[src/rtl/irqc_pkg.sv]
package irqc_pkg;
  localparam int unsigned DEF_NSRC = 18;
  localparam int unsigned DEF_NGRP = 6;
  localparam int unsigned LVL_W    = 2;

  typedef enum logic {
    DLV_IDLE  = 1'b0,
    DLV_OFFER = 1'b1
  } dlv_e;
endpackage

[src/rtl/irqc_flags.sv]
module irqc_flags #(
  parameter int unsigned NSRC = irqc_pkg::DEF_NSRC
) (
  input  logic            clk,
  input  logic            rst_n,
  input  logic [NSRC-1:0] set_i,
  input  logic [NSRC-1:0] clr_i,
  output logic [NSRC-1:0] flag_o
);
  for (genvar i = 0; i < NSRC; i++) begin : g_bit
    logic q;
    // set dominates clear
    always_ff @(posedge clk or negedge rst_n) begin
      if (!rst_n) q <= 1'b0;
      else        q <= set_i[i] | (q & ~clr_i[i]);
    end
    assign flag_o[i] = q;

    assert_pulse_lands_R1: assert property (@(posedge clk) disable iff (!rst_n)
      set_i[i] |=> flag_o[i]);
    assert_clear_empties_R2: assert property (@(posedge clk) disable iff (!rst_n)
      (clr_i[i] && !set_i[i]) |=> !flag_o[i]);
  end
endmodule

[src/rtl/irqc_arbiter.sv]
module irqc_arbiter #(
  parameter int unsigned NSRC = irqc_pkg::DEF_NSRC,
  parameter int unsigned NGRP = irqc_pkg::DEF_NGRP,
  localparam int unsigned IDW = $clog2(NSRC),
  localparam int unsigned LW  = irqc_pkg::LVL_W
) (
  input  logic [NSRC-1:0] flag_i,
  input  logic [NSRC-1:0] en_i,
  input  logic            glob_en_i,
  input  logic [NGRP-1:0] prio_lo_i,
  input  logic [NGRP-1:0] prio_hi_i,
  input  logic            cur_valid_i,
  input  logic [LW-1:0]   cur_lvl_i,
  output logic            hit_o,
  output logic [IDW-1:0]  win_id_o,
  output logic [LW-1:0]   win_lvl_o
);
  logic [LW-1:0]   src_lvl [NSRC];
  logic [NSRC-1:0] cand;

  for (genvar n = 0; n < NSRC; n++) begin : g_src
    assign src_lvl[n] = {prio_hi_i[n % NGRP], prio_lo_i[n % NGRP]};
    assign cand[n]    = flag_i[n] & en_i[n] & glob_en_i &
                        (!cur_valid_i || (src_lvl[n] > cur_lvl_i));
  end

  // downward scan with >= lets the lowest index win a tie
  always_comb begin
    hit_o     = 1'b0;
    win_id_o  = '0;
    win_lvl_o = '0;
    for (int n = NSRC - 1; n >= 0; n--) begin
      if (cand[n] && (!hit_o || (src_lvl[n] >= win_lvl_o))) begin
        hit_o     = 1'b1;
        win_id_o  = IDW'(n);
        win_lvl_o = src_lvl[n];
      end
    end
  end
endmodule

[src/rtl/irqc_nest_stack.sv]
module irqc_nest_stack #(
  localparam int unsigned LW    = irqc_pkg::LVL_W,
  localparam int unsigned DEPTH = 1 << LW,
  localparam int unsigned CW    = $clog2(DEPTH + 1)
) (
  input  logic          clk,
  input  logic          rst_n,
  input  logic          push_i,
  input  logic [LW-1:0] push_lvl_i,
  input  logic          pop_i,
  output logic          top_valid_o,
  output logic [LW-1:0] top_lvl_o
);
  logic [CW-1:0] cnt_q;
  logic [LW-1:0] lvl_mem [DEPTH];
  logic          pop_eff;
  logic [CW-1:0] wr_ptr;
  logic [LW-1:0] rd_ptr;

  assign pop_eff     = pop_i && (cnt_q != '0);
  assign wr_ptr      = cnt_q - CW'(pop_eff);
  assign rd_ptr      = LW'(cnt_q - CW'(1));
  assign top_valid_o = (cnt_q != '0);
  assign top_lvl_o   = lvl_mem[rd_ptr];

  always_ff @(posedge clk or negedge rst_n) begin
    if (!rst_n) cnt_q <= '0;
    else        cnt_q <= cnt_q - CW'(pop_eff) + CW'(push_i);
  end

  always_ff @(posedge clk) begin
    if (push_i) lvl_mem[LW'(wr_ptr)] <= push_lvl_i;
  end

  assert_no_overflow_R9: assert property (@(posedge clk) disable iff (!rst_n)
    push_i |-> (wr_ptr < CW'(DEPTH)));
  assert_rising_nest_R9: assert property (@(posedge clk) disable iff (!rst_n)
    (push_i && top_valid_o && !pop_i) |-> (push_lvl_i > top_lvl_o));
  assert_pop_shrinks_R10: assert property (@(posedge clk) disable iff (!rst_n)
    (pop_i && top_valid_o && !push_i) |=> (cnt_q == $past(cnt_q) - CW'(1)));
endmodule

[src/rtl/irq_vector_ctrl.sv]
module irq_vector_ctrl #(
  parameter int unsigned NSRC       = irqc_pkg::DEF_NSRC,
  parameter int unsigned NGRP       = irqc_pkg::DEF_NGRP,
  parameter int unsigned VW         = 8,
  parameter int unsigned VEC_BASE   = 3,
  parameter int unsigned VEC_STRIDE = 8
) (
  input  logic            clk,
  input  logic            rst_n,
  input  logic [NSRC-1:0] src_pulse,
  input  logic [NSRC-1:0] sw_clr,
  input  logic [NSRC-1:0] auto_clr,
  input  logic [NSRC-1:0] src_en,
  input  logic            glob_en,
  input  logic [NGRP-1:0] prio_lo,
  input  logic [NGRP-1:0] prio_hi,
  output logic            irq_valid,
  input  logic            irq_ready,
  output logic [VW-1:0]   irq_vec,
  input  logic            reti,
  output logic [NSRC-1:0] irq_flags
);
  import irqc_pkg::*;
  localparam int unsigned IDW = $clog2(NSRC);
  localparam int unsigned LW  = LVL_W;

  dlv_e            dlv_q;
  logic [IDW-1:0]  id_q;
  logic [LW-1:0]   lvl_q;
  logic [VW-1:0]   vec_q;
  logic            hit;
  logic [IDW-1:0]  win_id;
  logic [LW-1:0]   win_lvl;
  logic            top_valid;
  logic [LW-1:0]   top_lvl;
  logic            ack;
  logic [NSRC-1:0] ack_mask;
  logic [NSRC-1:0] clr_all;
  logic [VW-1:0]   vec_d;

  assign ack      = (dlv_q == DLV_OFFER) && irq_ready;
  assign ack_mask = ack ? ((NSRC'(1) << id_q) & auto_clr) : '0;
  assign clr_all  = sw_clr | ack_mask;
  assign vec_d    = VW'(VEC_BASE) + VW'(VEC_STRIDE) * VW'(win_id);

  irqc_flags #(.NSRC(NSRC)) i_flags (
    .clk    (clk),
    .rst_n  (rst_n),
    .set_i  (src_pulse),
    .clr_i  (clr_all),
    .flag_o (irq_flags)
  );

  irqc_arbiter #(.NSRC(NSRC), .NGRP(NGRP)) i_arb (
    .flag_i      (irq_flags),
    .en_i        (src_en),
    .glob_en_i   (glob_en),
    .prio_lo_i   (prio_lo),
    .prio_hi_i   (prio_hi),
    .cur_valid_i (top_valid),
    .cur_lvl_i   (top_lvl),
    .hit_o       (hit),
    .win_id_o    (win_id),
    .win_lvl_o   (win_lvl)
  );

  irqc_nest_stack i_stack (
    .clk         (clk),
    .rst_n       (rst_n),
    .push_i      (ack),
    .push_lvl_i  (lvl_q),
    .pop_i       (reti),
    .top_valid_o (top_valid),
    .top_lvl_o   (top_lvl)
  );

  // detect cycle: winner latched here, offered until accepted
  always_ff @(posedge clk or negedge rst_n) begin
    if (!rst_n) begin
      dlv_q <= DLV_IDLE;
      id_q  <= '0;
      lvl_q <= '0;
      vec_q <= '0;
    end else begin
      case (dlv_q)
        DLV_IDLE: if (hit) begin
          dlv_q <= DLV_OFFER;
          id_q  <= win_id;
          lvl_q <= win_lvl;
          vec_q <= vec_d;
        end
        DLV_OFFER: if (irq_ready) dlv_q <= DLV_IDLE;
        default: dlv_q <= DLV_IDLE;
      endcase
    end
  end

  assign irq_valid = (dlv_q == DLV_OFFER);
  assign irq_vec   = vec_q;

  assert_offer_hold_R7: assert property (@(posedge clk) disable iff (!rst_n)
    (irq_valid && !irq_ready) |=> (irq_valid && $stable(irq_vec)));
  assert_vec_grid_R6: assert property (@(posedge clk) disable iff (!rst_n)
    irq_valid |-> ((((irq_vec - VW'(VEC_BASE)) % VW'(VEC_STRIDE)) == '0) &&
                   (irq_vec <= VW'(VEC_BASE + VEC_STRIDE * (NSRC - 1)))));
  assert_winner_eligible_R3: assert property (@(posedge clk) disable iff (!rst_n)
    (!irq_valid && hit) |-> (irq_flags[win_id] && src_en[win_id] && glob_en));
  assert_auto_clear_R8: assert property (@(posedge clk) disable iff (!rst_n)
    (ack && ((ack_mask & src_pulse) == '0)) |=> ((irq_flags & $past(ack_mask)) == '0));
endmodule

[config.mk]
export PLATFORM = sky130hd
export DESIGN_NAME = irq_vector_ctrl
export DESIGN_NICKNAME = d
export VERILOG_FILES = /design/src/rtl/irqc_pkg.sv /design/src/rtl/irqc_flags.sv /design/src/rtl/irqc_arbiter.sv /design/src/rtl/irqc_nest_stack.sv /design/src/rtl/irq_vector_ctrl.sv
export SDC_FILE = /design/constraint.sdc
export NUM_CORES = 1
export LEC_CHECK = 0
export BUFFER_PORTS_ARGS = -buffer_cell sky130_fd_sc_hd__clkbuf_2
export CELL_PAD_IN_SITES_DETAIL_PLACEMENT = 1
export CELL_PAD_IN_SITES_GLOBAL_PLACEMENT = 2
export CORE_MARGIN = 2
export CORE_UTILIZATION = 25
export DETAILED_ROUTE_END_ITERATION = 10
export PLACE_DENSITY_LB_ADDON = 0.1
export SETUP_SLACK_MARGIN = 0.5
export SLEW_MARGIN = 10
export SYNTH_ARGS = -nofsm -noshare
export SYNTH_HDL_FRONTEND = slang
export SYNTH_HIERARCHICAL = 1
export SYNTH_SLANG_ARGS = --single-unit
[constraint.sdc]
create_clock -name clk -period 29 [get_ports clk]
set_input_delay 2.9 -clock clk [delete_from_list [all_inputs] [get_ports clk]]
set_output_delay 2.9 -clock clk [all_outputs]
set_load 0.005 [all_outputs]
==> results.ini <==
[outcome]
outcome=finished clean

[sta]
maxSlewHeadroom_pct=49.0
worst_pin_slew_ps=765
finalHoldViolCount=0
fin_skew_ps=4.45
fmax_mhz=37.8
setup_violations=0
fin_crit_sh_pct=91.1
finalCriticalPeriod_ps=26430
final.setup.tns_ps=0
slew_viol_final=0
grt_setup_unrepaired=no

[yosys]
synthesis.nets=613
ys.warnings.count=6
synth_ff_type=dfrtp_1
synthTopCellsByArea=dfrtp_1 18%, ha_1 12%, edfxtp_1 5.6%
syn_inst=484
syn_avg_cell_area_um2=8.85
ys_ff_latch=38
synth_cell_types=83
async_flop_share_pct=78.9
synth_edf_count=8
yosysTopAreaCellShare_pct=17.5
yosysSeqAreaShare_pct=23.1
synth_largest_area_cell=dfrtp_1
netlist_area_um2=4290

[worst_setup_path]
cp_slowest_cell=a221oi_1
cp-start-kind=input pin
path_class=in2reg
critical_path.max_stage_delay_ps=510
crit_required_ps=29220
path_max_fanout=9
end_kind=flop
crit_arrival_ps=26650
cpMostUsedCell=ha_1

[drt]
dr.pass1.iters=4
ant_nets=0
drt_wl_total_mm=15.9
remaining_drc_errors=0
vias=4041
first_iter_violations=192
post_drt_wl_per_cell_um=20.0
via_per_inst=5.08

[global_routing]
grt.total_usage_pct=17.7
overflow=0
antenna_found_initial=0
grt_pass1_vias=4356
grt_pass1_wl_mm=24.5
grt_max_degree=31

[power_and_ir_drop]
switchingPower_uw=285
power_frac_seq_pct=14.2
worst_ir_drop_vdd_mv=0.0365
combPwrFrac_pct=73.8
clockPowerShare_pct=12.1
p_leak_nw=2.54
p_int_uw=305
p_sw_share_pct=48.3
powerDensity_nw_per_um2=115

[cts]
clock_path_buffers=2
numCtsBuffers=5
clk_latency_ps=280
root_buffer=clkbuf_16
cts_max_level=2
postCtsHoldBufs=0
clk_pin_slew_ps=60
cts_tree=built
cts_sinks=38

[layout]
antenna_cells=0
syn2layout_area_growth_pct=19.4
stdcell_count=795
layout-drive-gt1-share_pct=29.6
fin_nets=703

[floorplanning]
core-area_um2=16600
dieArea_um2=18200
die_y_um=135
ios=116
rows=47
initial_utilization_pct=25.7
die_x_um=135

[place]
portBuffers=114
post-dp-hpwl_mm=13.6
place_inst=787
place_congestion=0.819

[worst_hold_path]
min_path_type=reg2reg

[run]
drv_cap=0

## worst paths after layout
kind                                      from                   to  slack [ps]  cells after the start
max in group asynchronous                rst_n  i_flags/g_bit[16].q       25830                      1
max                                 prio_hi[5]           irq_vec[7]        2570                    112
min reg2reg                i_flags/g_bit[16].q  i_flags/g_bit[16].q         510                      1
min in group asynchronous                rst_n   i_flags/g_bit[7].q        2680                      1
max reg2reg                   i_stack/cnt_q[0]           irq_vec[7]        3970                    115
min                        i_flags/g_bit[16].q  i_flags/g_bit[16].q         510                      1
## flip-flops by register name (all words and copies together), names as in the netlist
name,flops
irq_vec,2
lvl_q,2
irq_valid,1
i_stack/lvl_mem,8
i_flags/g_bit.q,18
id_q,4
i_stack/cnt_q,3
## critical path: cells and delay by family
kind	cells	cell delay [ps]
adder cells (fa/ha/maj)	19	5110
multiplexers	7	2320
AO/OA/AOI/OAI	47	10160
AND/OR/NAND/NOR	36	5730
buffers and inverters	3	350
## cell families after synthesis
logic type	share of synthesized area [%]
muxes	5.75
and+or+nand+nor	21.0
buffers and inverters	8.47
AOI/OAI and AO/OA	28.6
other	0.0875
DFF	23.1
adders and majority gates	12.1
xor gates and xnor gates	0.817
## area by class of cell
class / count / area, um2
Fill cell: 2022 / 11500
Clock buffer: 5 / 125
Multi-Input combinational cell: 375 / 2940
Tap cell: 220 / 275
Clock inverter: 3 / 68.8
Sequential cell: 38 / 991
Timing Repair Buffer: 114 / 571
Inverter: 40 / 150
## power by group through the flow
stage          Sequential [mW]  Combinational (mW)  Clock, mW
2_1_floorplan           0.0769               0.327          0
3_3_place_gp            0.0844               0.425          0
3_5_place_dp            0.0850               0.435          0
4_1_cts                 0.0839               0.438     0.0733
5_1_grt                 0.0858               0.488     0.0755
6_report                0.0836               0.435     0.0712
## cell usage after synthesis, types with 5 or more instances
master	count
and2_1	11
ha_1	40
a21o_1	25
a41o_1	17
nand2_1	35
nor2b_1	11
or2_2	6
o21ai_0	13
nand3_1	12
a21oi_1	18
nand2b_1	20
a21boi_0	5
buf_2	5
buf_4	20
mux2_2	11
dfrtp_1	30
nor2_1	27
and3_1	9
inv_1	39
a31oi_1	6
nor3_1	7
o211ai_1	7
edfxtp_1	8
## layout by cell type (no fill, tap or decap), types with 3 or more instances in the layout
cell	synthesis	final
nand2_1	35	35
a21oi_1	18	18
clkbuf_2	0	114
o21a_1	4	4
mux2_4	4	4
o21ai_0	13	13
and3_1	9	9
nor2b_1	11	11
a41o_1	17	17
nor2_1	27	27
dfrtp_1	30	30
edfxtp_1	8	8
and2_1	11	11
or2_2	6	6
o21ai_1	3	3
mux2_2	11	11
o31ai_1	3	3
o211ai_1	7	7
a21boi_0	5	3
nand2b_1	20	20
inv_1	39	39
xnor2_1	4	4
ha_1	40	40
clkbuf_16	0	5
nor3_1	7	6
and2b_1	4	4
a221o_1	4	4
a21o_1	25	25
nor4_1	3	3
a221oi_1	3	3
a31oi_1	6	6
nand3_1	12	12
a31o_2	3	3
## metal layers
layer  up-vias  GRT usage (%)  wire [um]
met5         -              0          0
met4         0           4.39        251
met3        15           2.97        785
met2       104           29.9       7430
met1      1953           23.4       7420
li1       1969              -          -
## stage by stage
step | area, um2 | worst slack [ps] | util [%] | total power [mW] | hold WS, ps
6_report | 5120 | 2570 | 30.7 | 0.590 | 508
5_1_grt | 5120 | 505 | 30.7 | 0.650 | 538
4_1_cts | 5110 | 2340 | 30.7 | 0.595 | 509
3_5_place_dp | 4920 | 2110 | 29.6 | 0.520 | 495
3_3_place_gp | 4920 | 2570 | 29.6 | 0.509 | 489
2_1_floorplan | 4290 | 5320 | - | 0.404 | 450
## timing repair
item / in CTS / in global routing
setup endpoints to repair: 0 / 7
endpoints found under the hold margin: 0 / 0
resized for setup: 0 / 3
buffers inserted: 0 / 0
No activity file was read; power rests on OpenSTA's default activity.
